[src/rtl/unstickPkg.sv]
package unstickPkg;

  typedef enum logic [1:0] {
    RES_NONE      = 2'd0,
    RES_OK        = 2'd1,
    RES_SCL_STUCK = 2'd2,
    RES_SDA_STUCK = 2'd3
  } resultT;

  // Strobes from the control FSM to the datapath
  typedef struct packed {
    logic timerLoad;
    logic pulseClr;
    logic pulseInc;
    logic busyClr;
    logic sclDrive;
    logic sdaDrive;
  } ctrlStrobesT;

  // Conditions reported back by the datapath
  typedef struct packed {
    logic timerZero;
    logic pulseAtMax;
    logic sclHigh;
    logic sdaHigh;
    logic busBusy;
    logic busIdle;
  } dpStatusT;

endpackage

[src/rtl/unstickDatapath.sv]
module unstickDatapath
  import unstickPkg::*;
#(
  parameter int TW          = 16,
  parameter int IW          = 16,
  parameter int MAX_PULSES  = 9,
  parameter int SYNC_STAGES = 2
) (
  input  logic          clk,
  input  logic          rstN,
  input  ctrlStrobesT   ctrl,
  input  logic [TW-1:0] halfPeriod,
  input  logic [IW-1:0] idleThresh,
  input  logic          busyClearReq,
  input  logic          sclIn,
  input  logic          sdaIn,
  output dpStatusT      stat,
  output logic          sclDriveLow,
  output logic          sdaDriveLow
);

  localparam int LANES = 2;
  localparam int PW    = $clog2(MAX_PULSES + 1);
  localparam logic [PW-1:0] PULSE_LIMIT = PW'(MAX_PULSES);
  localparam logic [IW-1:0] IDLE_SAT    = '1;

  // Line synchronisers, lane 0 = SCL, lane 1 = SDA
  logic [LANES-1:0] rawLines;
  logic [LANES-1:0] syncLines;
  assign rawLines = {sdaIn, sclIn};

  for (genvar g = 0; g < LANES; g++) begin : gSync
    logic [SYNC_STAGES-1:0] chain;
    always_ff @(posedge clk or negedge rstN) begin
      if (!rstN) chain <= '1;
      else       chain <= {chain[SYNC_STAGES-2:0], rawLines[g]};
    end
    assign syncLines[g] = chain[SYNC_STAGES-1];
  end

  logic sclS, sdaS, sclPrev, sdaPrev;
  assign sclS = syncLines[0];
  assign sdaS = syncLines[1];

  always_ff @(posedge clk or negedge rstN) begin
    if (!rstN) begin
      sclPrev <= 1'b1;
      sdaPrev <= 1'b1;
    end else begin
      sclPrev <= sclS;
      sdaPrev <= sdaS;
    end
  end

  logic startDet, stopDet, lineEdge;
  assign startDet = sclS && sclPrev && sdaPrev && !sdaS;
  assign stopDet  = sclS && sclPrev && !sdaPrev && sdaS;
  assign lineEdge = (sclS ^ sclPrev) | (sdaS ^ sdaPrev);

  // Phase timer
  logic [TW-1:0] timer;
  always_ff @(posedge clk or negedge rstN) begin
    if (!rstN)                 timer <= '0;
    else if (ctrl.timerLoad)   timer <= halfPeriod;
    else if (timer != '0)      timer <= timer - 1'b1;
  end

  // Generated pulse counter
  logic [PW-1:0] pulseCnt;
  always_ff @(posedge clk or negedge rstN) begin
    if (!rstN)               pulseCnt <= '0;
    else if (ctrl.pulseClr)  pulseCnt <= '0;
    else if (ctrl.pulseInc)  pulseCnt <= pulseCnt + 1'b1;
  end

  // Busy flag and idle monitor
  logic          busyQ;
  logic [IW-1:0] idleCnt;
  logic          idleNow;
  assign idleNow = busyQ && (idleCnt >= idleThresh);

  always_ff @(posedge clk or negedge rstN) begin
    if (!rstN) begin
      idleCnt <= '0;
    end else if (lineEdge || !busyQ) begin
      idleCnt <= '0;
    end else if (idleCnt != IDLE_SAT) begin
      idleCnt <= idleCnt + 1'b1;
    end
  end

  always_ff @(posedge clk or negedge rstN) begin
    if (!rstN)                                            busyQ <= 1'b0;
    else if (startDet)                                    busyQ <= 1'b1;
    else if (stopDet || ctrl.busyClr || (busyClearReq && idleNow)) busyQ <= 1'b0;
  end

  // Registered open-drain enables
  always_ff @(posedge clk or negedge rstN) begin
    if (!rstN) begin
      sclDriveLow <= 1'b0;
      sdaDriveLow <= 1'b0;
    end else begin
      sclDriveLow <= ctrl.sclDrive;
      sdaDriveLow <= ctrl.sdaDrive;
    end
  end

  assign stat.timerZero  = (timer == '0);
  assign stat.pulseAtMax = (pulseCnt == PULSE_LIMIT);
  assign stat.sclHigh    = sclS;
  assign stat.sdaHigh    = sdaS;
  assign stat.busBusy    = busyQ;
  assign stat.busIdle    = idleNow;

endmodule

[src/rtl/unstickControl.sv]
module unstickControl
  import unstickPkg::*;
(
  input  logic        clk,
  input  logic        rstN,
  input  logic        recoverReq,
  input  dpStatusT    stat,
  output ctrlStrobesT ctrl,
  output logic        slaveReinit,
  output logic        startArmed,
  output logic        masterSent,
  output logic        recoveryDone,
  output logic [1:0]  recoveryStatus
);

  typedef enum logic [3:0] {
    S_IDLE, S_REINIT, S_ARM, S_SETTLE, S_PULSE_LO, S_PULSE_HI,
    S_CLEAR, S_START, S_RELEASE, S_DONE
  } stateT;

  stateT  state, stateNext;
  logic   finish;
  resultT finishCode;
  resultT statusQ;

  always_comb begin
    stateNext  = state;
    ctrl       = '0;
    finish     = 1'b0;
    finishCode = RES_NONE;
    unique case (state)
      S_IDLE:   if (recoverReq) stateNext = S_REINIT;
      S_REINIT: begin
        ctrl.pulseClr = 1'b1;
        stateNext     = S_ARM;
      end
      S_ARM: begin
        ctrl.timerLoad = 1'b1;
        stateNext      = S_SETTLE;
      end
      S_SETTLE: if (stat.timerZero) begin
        if (!stat.sclHigh) begin
          finish     = 1'b1;
          finishCode = RES_SCL_STUCK;
        end else if (stat.sdaHigh) begin
          stateNext = S_CLEAR;
        end else if (stat.pulseAtMax) begin
          finish     = 1'b1;
          finishCode = RES_SDA_STUCK;
        end else begin
          ctrl.pulseInc  = 1'b1;
          ctrl.timerLoad = 1'b1;
          stateNext      = S_PULSE_LO;
        end
      end
      S_PULSE_LO: begin
        ctrl.sclDrive = 1'b1;
        if (stat.timerZero) begin
          ctrl.timerLoad = 1'b1;
          stateNext      = S_PULSE_HI;
        end
      end
      S_PULSE_HI: if (stat.timerZero) begin
        ctrl.timerLoad = 1'b1;
        stateNext      = S_SETTLE;
      end
      S_CLEAR: if (!stat.busBusy || stat.busIdle) begin
        ctrl.busyClr   = 1'b1;
        ctrl.timerLoad = 1'b1;
        stateNext      = S_START;
      end
      S_START: begin
        ctrl.sdaDrive = 1'b1;
        if (stat.timerZero) begin
          ctrl.timerLoad = 1'b1;
          stateNext      = S_RELEASE;
        end
      end
      S_RELEASE: if (stat.timerZero) begin
        finish     = 1'b1;
        finishCode = RES_OK;
      end
      S_DONE:   stateNext = S_IDLE;
      default:  stateNext = S_IDLE;
    endcase
    if (finish) stateNext = S_DONE;
  end

  always_ff @(posedge clk or negedge rstN) begin
    if (!rstN) begin
      state      <= S_IDLE;
      statusQ    <= RES_NONE;
      masterSent <= 1'b0;
    end else begin
      state <= stateNext;
      if (state == S_REINIT) begin
        statusQ    <= RES_NONE;
        masterSent <= 1'b0;
      end else begin
        if (finish)            statusQ    <= finishCode;
        if (state == S_START)  masterSent <= 1'b1;
      end
    end
  end

  assign slaveReinit    = (state == S_REINIT);
  assign startArmed     = (state != S_IDLE) && (state != S_REINIT) && (state != S_DONE);
  assign recoveryDone   = (state == S_DONE);
  assign recoveryStatus = statusQ;

endmodule

[src/rtl/twb_unstick.sv]
module twb_unstick
  import unstickPkg::*;
#(
  parameter int TW          = 16,
  parameter int IW          = 16,
  parameter int MAX_PULSES  = 9,
  parameter int SYNC_STAGES = 2
) (
  input  logic          clk,
  input  logic          rstN,
  input  logic          recoverReq,
  input  logic          busyClearReq,
  input  logic [TW-1:0] halfPeriod,
  input  logic [IW-1:0] idleThresh,
  input  logic          sclIn,
  input  logic          sdaIn,
  output logic          sclDriveLow,
  output logic          sdaDriveLow,
  output logic          slaveReinit,
  output logic          startArmed,
  output logic          masterSent,
  output logic          busBusy,
  output logic          busIdle,
  output logic          recoveryDone,
  output logic [1:0]    recoveryStatus
);

  ctrlStrobesT ctrl;
  dpStatusT    stat;

  unstickControl uCtrl (
    .clk            (clk),
    .rstN           (rstN),
    .recoverReq     (recoverReq),
    .stat           (stat),
    .ctrl           (ctrl),
    .slaveReinit    (slaveReinit),
    .startArmed     (startArmed),
    .masterSent     (masterSent),
    .recoveryDone   (recoveryDone),
    .recoveryStatus (recoveryStatus)
  );

  unstickDatapath #(
    .TW          (TW),
    .IW          (IW),
    .MAX_PULSES  (MAX_PULSES),
    .SYNC_STAGES (SYNC_STAGES)
  ) uDp (
    .clk          (clk),
    .rstN         (rstN),
    .ctrl         (ctrl),
    .halfPeriod   (halfPeriod),
    .idleThresh   (idleThresh),
    .busyClearReq (busyClearReq),
    .sclIn        (sclIn),
    .sdaIn        (sdaIn),
    .stat         (stat),
    .sclDriveLow  (sclDriveLow),
    .sdaDriveLow  (sdaDriveLow)
  );

  assign busBusy = stat.busBusy;
  assign busIdle = stat.busIdle;

endmodule

[config.mk]
export PLATFORM = sky130hd
export DESIGN_NAME = twb_unstick
export DESIGN_NICKNAME = d
export VERILOG_FILES = /design/src/rtl/unstickPkg.sv /design/src/rtl/unstickDatapath.sv /design/src/rtl/unstickControl.sv /design/src/rtl/twb_unstick.sv
export SDC_FILE = /design/constraint.sdc
export NUM_CORES = 1
export LEC_CHECK = 0
export ABC_CLOCK_PERIOD_IN_PS = 2600
export BUFFER_PORTS_ARGS = -buffer_cell sky130_fd_sc_hd__buf_2
export CAP_MARGIN = 20
export CELL_PAD_IN_SITES_DETAIL_PLACEMENT = 0
export CELL_PAD_IN_SITES_GLOBAL_PLACEMENT = 1
export CORE_ASPECT_RATIO = 1.1
export CORE_MARGIN = 5
export CORE_UTILIZATION = 44
export DETAILED_ROUTE_END_ITERATION = 8
export HOLD_SLACK_MARGIN = 0.06
export PLACE_DENSITY = 0.85
export SYNTH_ARGS = -nofsm -noshare
export SYNTH_HDL_FRONTEND = slang
export SYNTH_SLANG_ARGS = --single-unit
[constraint.sdc]
create_clock -name clk -period 2.6 [get_ports clk]
set_input_delay 0.52 -clock clk [delete_from_list [all_inputs] [get_ports clk]]
set_output_delay 0.52 -clock clk [all_outputs]
set_load 0.05 [all_outputs]
### Word level (Yosys, flattened, before mapping)

Index checks and enable logic that the tools add are counted.

* register bits: 52
* output and inout port bits: 10
* word-level logic and storage cells: 116

* add/subtract/negate cells: 3
* order comparisons: 1
* eq/ne operators: 22
* mux-type cells: 46
* bitwise logic cells: 3
* reduce and logical (&&, ||, !) cells: 28

Operators by type and width (number)
* 2-to-1 mux 16 bit: 4
* 2-to-1 mux 4 bit: 12
* case mux 4 bit (9 select lines): 1
* 2-to-1 mux 1 bit: 20
* adder 16 x 1 -> 16 bit (second input constant): 1
* equality test 4 x 3 -> 1 bit (second input constant): 4
* >= comparator 16 bit: 1
* zero test 16 bit: 1
* != test 16 bit (second input constant): 1
* nonzero test 16 bit: 1
* subtractor 16 x 1 -> 16 bit (second input constant): 1
* != test 3 x 2 -> 1 bit (second input constant): 5
* equality test 4 bit (second input constant): 3
* 2-to-1 mux 2 bit: 6
* nonzero test 2 bit: 6
* logical AND 1 bit: 9
* AND reduction 9 bit: 1
* equality test 4 x 2 -> 1 bit (second input constant): 2
* != test 3 x 1 -> 1 bit (second input constant): 2
* adder 4 x 1 -> 4 bit (second input constant): 1
* equality test 4 x 1 -> 1 bit (second input constant): 1
* zero test 4 bit: 1
* logical OR 1 bit: 4
* != test 4 x 1 -> 1 bit (second input constant): 1
* other kinds (11): 14

### Logic depth before layout (Yosys ltp)

* depth in word-level cells: 9
* gate-level depth with buffers: 9

### Hierarchy

From an unflattened synthesis, not the netlist that was laid out.

* cells, all modules: 359
* area total of the unflattened synthesis: 3285.7 µm²

Modules (own cells, without submodules)
* unstickDatapath: times used 1, cells an instance 290, area each 2706.3 µm²
* unstickControl: times used 1, cells an instance 69, area each 579.3 µm²

### Worst setup path before layout

Ideal clock, no wire load.

* path type: register -> output
* start point: register uCtrl.state[0]
* end point: output slaveReinit
* arrival: 2.109 ns
* required time: 2.080 ns
* path slack: -0.029 ns
* cell stages (with the launch flop): 4
* cell sequence: dfrtp_1 clkbuf_1 nand2b_1 nor3_1

* word-level cells in the longest chain between the ends: 1

Ends and longest elaborated chain
* start, declared: line unstickControl.sv:21 `stateT state, stateNext;`
* start signal, assigned: line unstickControl.sv:95 `state <= stateNext;`
* equality test 4 x 1 -> 1 bit: line unstickControl.sv:106 `assign slaveReinit = (state == S_REINIT);`
* end, declared: line twb_unstick.sv:19 `output logic slaveReinit,`

Every way passes these cells.

### Worst setup path in the final report

* start point: register uDp.idleCnt[7]
* end point: output busIdle

* word-level cells in the longest chain between the ends: 2

Ends and longest elaborated chain
* start, declared: line unstickDatapath.sv:78 `logic [IW-1:0] idleCnt;`
* start signal, assigned: line unstickDatapath.sv:88 `idleCnt <= idleCnt + 1'b1;`
* >= comparator 16 bit: line unstickDatapath.sv:80 `assign idleNow = busyQ && (idleCnt >= idleThresh);`
* logical AND 1 bit: line unstickDatapath.sv:80
* end, declared: line twb_unstick.sv:23 `output logic busIdle,`

Every way passes these cells.

==> flow_metrics.tcl <==
set metrics [dict create \
    grt.overflow.total 0 \
    critical_path_class "reg2out" \
    cts_buffers 5 \
    die_height_um 99.52 \
    cts_root_buffer "clkbuf_8" \
    ctsHoldBuffers 0 \
    seq_area_frac_synth_pct 40.83 \
    die_x_um 91.38 \
    grt_pass1_wl_mm 12.00 \
    path_max_fanout 3 \
    drv_cap 0 \
    num_rows 32 \
    synth_compound_area_share_pct 10.81 \
    peakVddDrop_mv 0.5822 \
    tightest_slew_ns 0.8339 \
    cp-start-kind "register" \
    fin_area_sq_um 3926 \
    avgSynthCellArea_sq_um 9.655 \
    detail_route.iter0.violations 90 \
    slew_headroom_pct 44.40 \
    synth_nets 392 \
    ant_nets 0 \
    netlist_area_sq_um 3206 \
    r2r_start "uDp.timer[0]$_DFFE_PN0P_" \
    status "completed" \
    antenna_found_initial 0 \
    slew_viol_final 0 \
    r2r_slack_ns 0.21 \
    synth_warnings 0 \
    reg2regPathDepth 9 \
    drive_above_1_share_pct 30.47 \
    fmax_ghz 0.3934 \
    leakage_nw 1.874 \
    path_clk_slew_ns 0.10 \
    die-area_sq_um 9094 \
    drtPass1Iterations 4 \
    cp.required_ns 2.08 \
    start_util_pct 45.49 \
    clock_latency_ns 0.31 \
    wl_per_cell_um 14.21 \
    htree_levels 2 \
    clk_path_buf_depth 2 \
    grt_pass1_vias 2648 \
    viasPerCell 5.317 \
    synth-xor-area-share_pct 7.923 \
    clock-sinks 52 \
    endpoint_kind "output pin" \
    synthSimpleGateAreaFrac_pct 21.86 \
    tritoncts "yes" \
    ios 48 \
    synth_top_flop_cell "dfrtp_1" \
    core_area_sq_um 7047 \
    synthCells 332 \
    dpl-instance-area_sq_um 3620 \
    p_total_w 0.003121 \
    finish.net_count 466 \
    vias 2616 \
    setup_viol_count_final 0 \
    setup_tns_ns 0 \
    worstReg2RegEnd "uCtrl.state[2]$_DFFE_PN0P_" \
    seq_area_sq_um 1314 \
    yosys_register_bits 52 \
    finClkSkew_ns 0.005801 \
    hold_viol 0 \
    min-delay-path-class "in2async" \
    hpwl_mm 5.070 \
    fin_cells 492 \
    crit_arrival_ns 2.02 \
    globalRouteMet2Util_pct 27.27 \
    wirelength_mm 6.989 \
    yosysUniqueCellTypes 55 \
    synthAdderAreaFrac_pct 8.587 \
    min_period_ns 2.542 \
    synth_edf_count 0 \
    period_share_pct 97.76 \
    synthArstFlopShare_pct 100.0 \
    use_met1_pct 20.22 \
    area_growth_pct 22.48 \
    io_buffers 47 \
    diodes 0 \
    multiInputGateArea_sq_um 1819 \
    route.detailed.drc 0 \
    place_congestion 0.8296 \
    synthMuxAreaShare_pct 5.386 \
    fillers 681 \
    power_density_nw_per_um2 795.0 \
    place.detailed.instances 470 \
    fin_util_pct 55.72 \
    grt_max_degree 38 \
    grt_usage_pct 15.78 \
    synth_top_family_by_area "simple AND/OR/NAND/NOR gates" \
    busiest_layer "met2" \
    met3_usage_pct 3.101 \
]
## cell families after synthesis
kind of cell,after synthesis
xor gates and xnor gates,29
and+or+nand+nor,129
muxes,14
AOI/OAI and AO/OA,51
DFF,52
adders and majority gates,22
buffers and inverters,35
## metrics by stage
step	worst slack (ns)	hold slack, ns
global route	-0.02730	0.2908
detailed placement	-0.1279	0.3468
floorplan	0.07260	0.2244
finish	0.05812	0.3040
CTS	0.03587	0.2926
global placement	-0.06465	0.3457
## power breakdown
part	internal [W]	switching, W
clock	0.000315	0.000273
sequential	0.000994	0.000230
combinational	0.000644	0.000665
total	0.00195	0.00117
## worst max-delay path by stage
stage	start	end	slack (ns)	cells past startpoint
5_1_grt	uDp.idleCnt[7]$_DFFE_PN0P_	busIdle	-0.03	7
3_3_place_gp	idleThresh[2]	busIdle	-0.06	9
3_5_place_dp	idleThresh[2]	busIdle	-0.13	9
6_report	uDp.idleCnt[7]$_DFFE_PN0P_	busIdle	0.06	7
4_1_cts	uDp.idleCnt[2]$_DFFE_PN0P_	busIdle	0.04	7
2_1_floorplan	idleThresh[11]	busIdle	0.07	7
## metal layers
metal	part of all wire, %	up-vias
li1	-	1306
met1	44	1254
met2	51	49
met3	4.1	7
met4	0.90	0
met5	0	-
## timing repair
| item | CTS | global route |
|---|---|---|
| endpoints found under the setup margin | 1 | 1 |
| resized for setup | 12 | 7 |
| buffers inserted | 8 | 6 |
| pin swaps | 5 | 2 |
## cell usage after synthesis, types with 2 or more instances
library cell | count | area [sq um]
and4_1 | 3 | 26.28
a21oi_1 | 9 | 45.04
mux2_4 | 5 | 75.07
nand2b_1 | 5 | 31.28
o22ai_1 | 7 | 43.79
nand3b_1 | 3 | 22.52
o31ai_1 | 2 | 15.01
mux2_2 | 6 | 67.56
nand2_1 | 22 | 82.58
nor4_2 | 3 | 37.54
buf_6 | 2 | 22.52
ha_1 | 22 | 275.3
clkbuf_1 | 4 | 15.01
nand4_1 | 7 | 43.79
xnor2_1 | 10 | 87.58
inv_1 | 28 | 105.1
dfrtp_1 | 46 | 1151
a211oi_1 | 3 | 22.52
o21ai_0 | 10 | 50.05
o21a_1 | 2 | 15.01
and3_1 | 4 | 25.02
o221ai_1 | 3 | 26.28
and2_1 | 4 | 25.02
mux2i_1 | 3 | 30.03
dfstp_2 | 6 | 157.7
nor3_1 | 7 | 35.03
nor2b_1 | 5 | 31.28
xor2_1 | 19 | 166.4
o211ai_1 | 2 | 15.01
nand3_1 | 13 | 65.06
nor2_1 | 43 | 161.4
## state kept, by name, indices dropped and copies added, names as in the netlist, 2 cells and up
register and count:
uDp.idleCnt 16, uCtrl.recoveryStatus 2, uDp.pulseCnt 4, uDp.gSync.chain 4, uDp.timer 16, uCtrl.state 4
## area by class of cell
type / instances / share of cell area (%)
timing repair buffer: 74 / 11.73
tap: 85 / 2.709
inverter: 28 / 2.677
clock inverter: 2 / 0.9879
sequential: 52 / 33.46
multi-input combinational: 245 / 46.34
clock buffer: 6 / 2.103
## layout by cell type, fill, tap and decap left out, types with 10 or more instances in the layout
master	n
ha_1	20
dfrtp_1	42
xor2_1	19
inv_1	28
nand2_1	22
nor2_1	43
buf_2	46
nand3_1	13
buf_4	26
xnor2_1	10
## critical path: stages (launching register included)
cell and delay [ns]:
dfrtp_1 0.43, ha_1 0.33, nand2_1 0.07, o21ai_0 0.22, a41oi_2 0.08, o221ai_2 0.26
and2_4 0.19, buf_8 0.14
No activity file was read; power rests on OpenSTA's default activity.
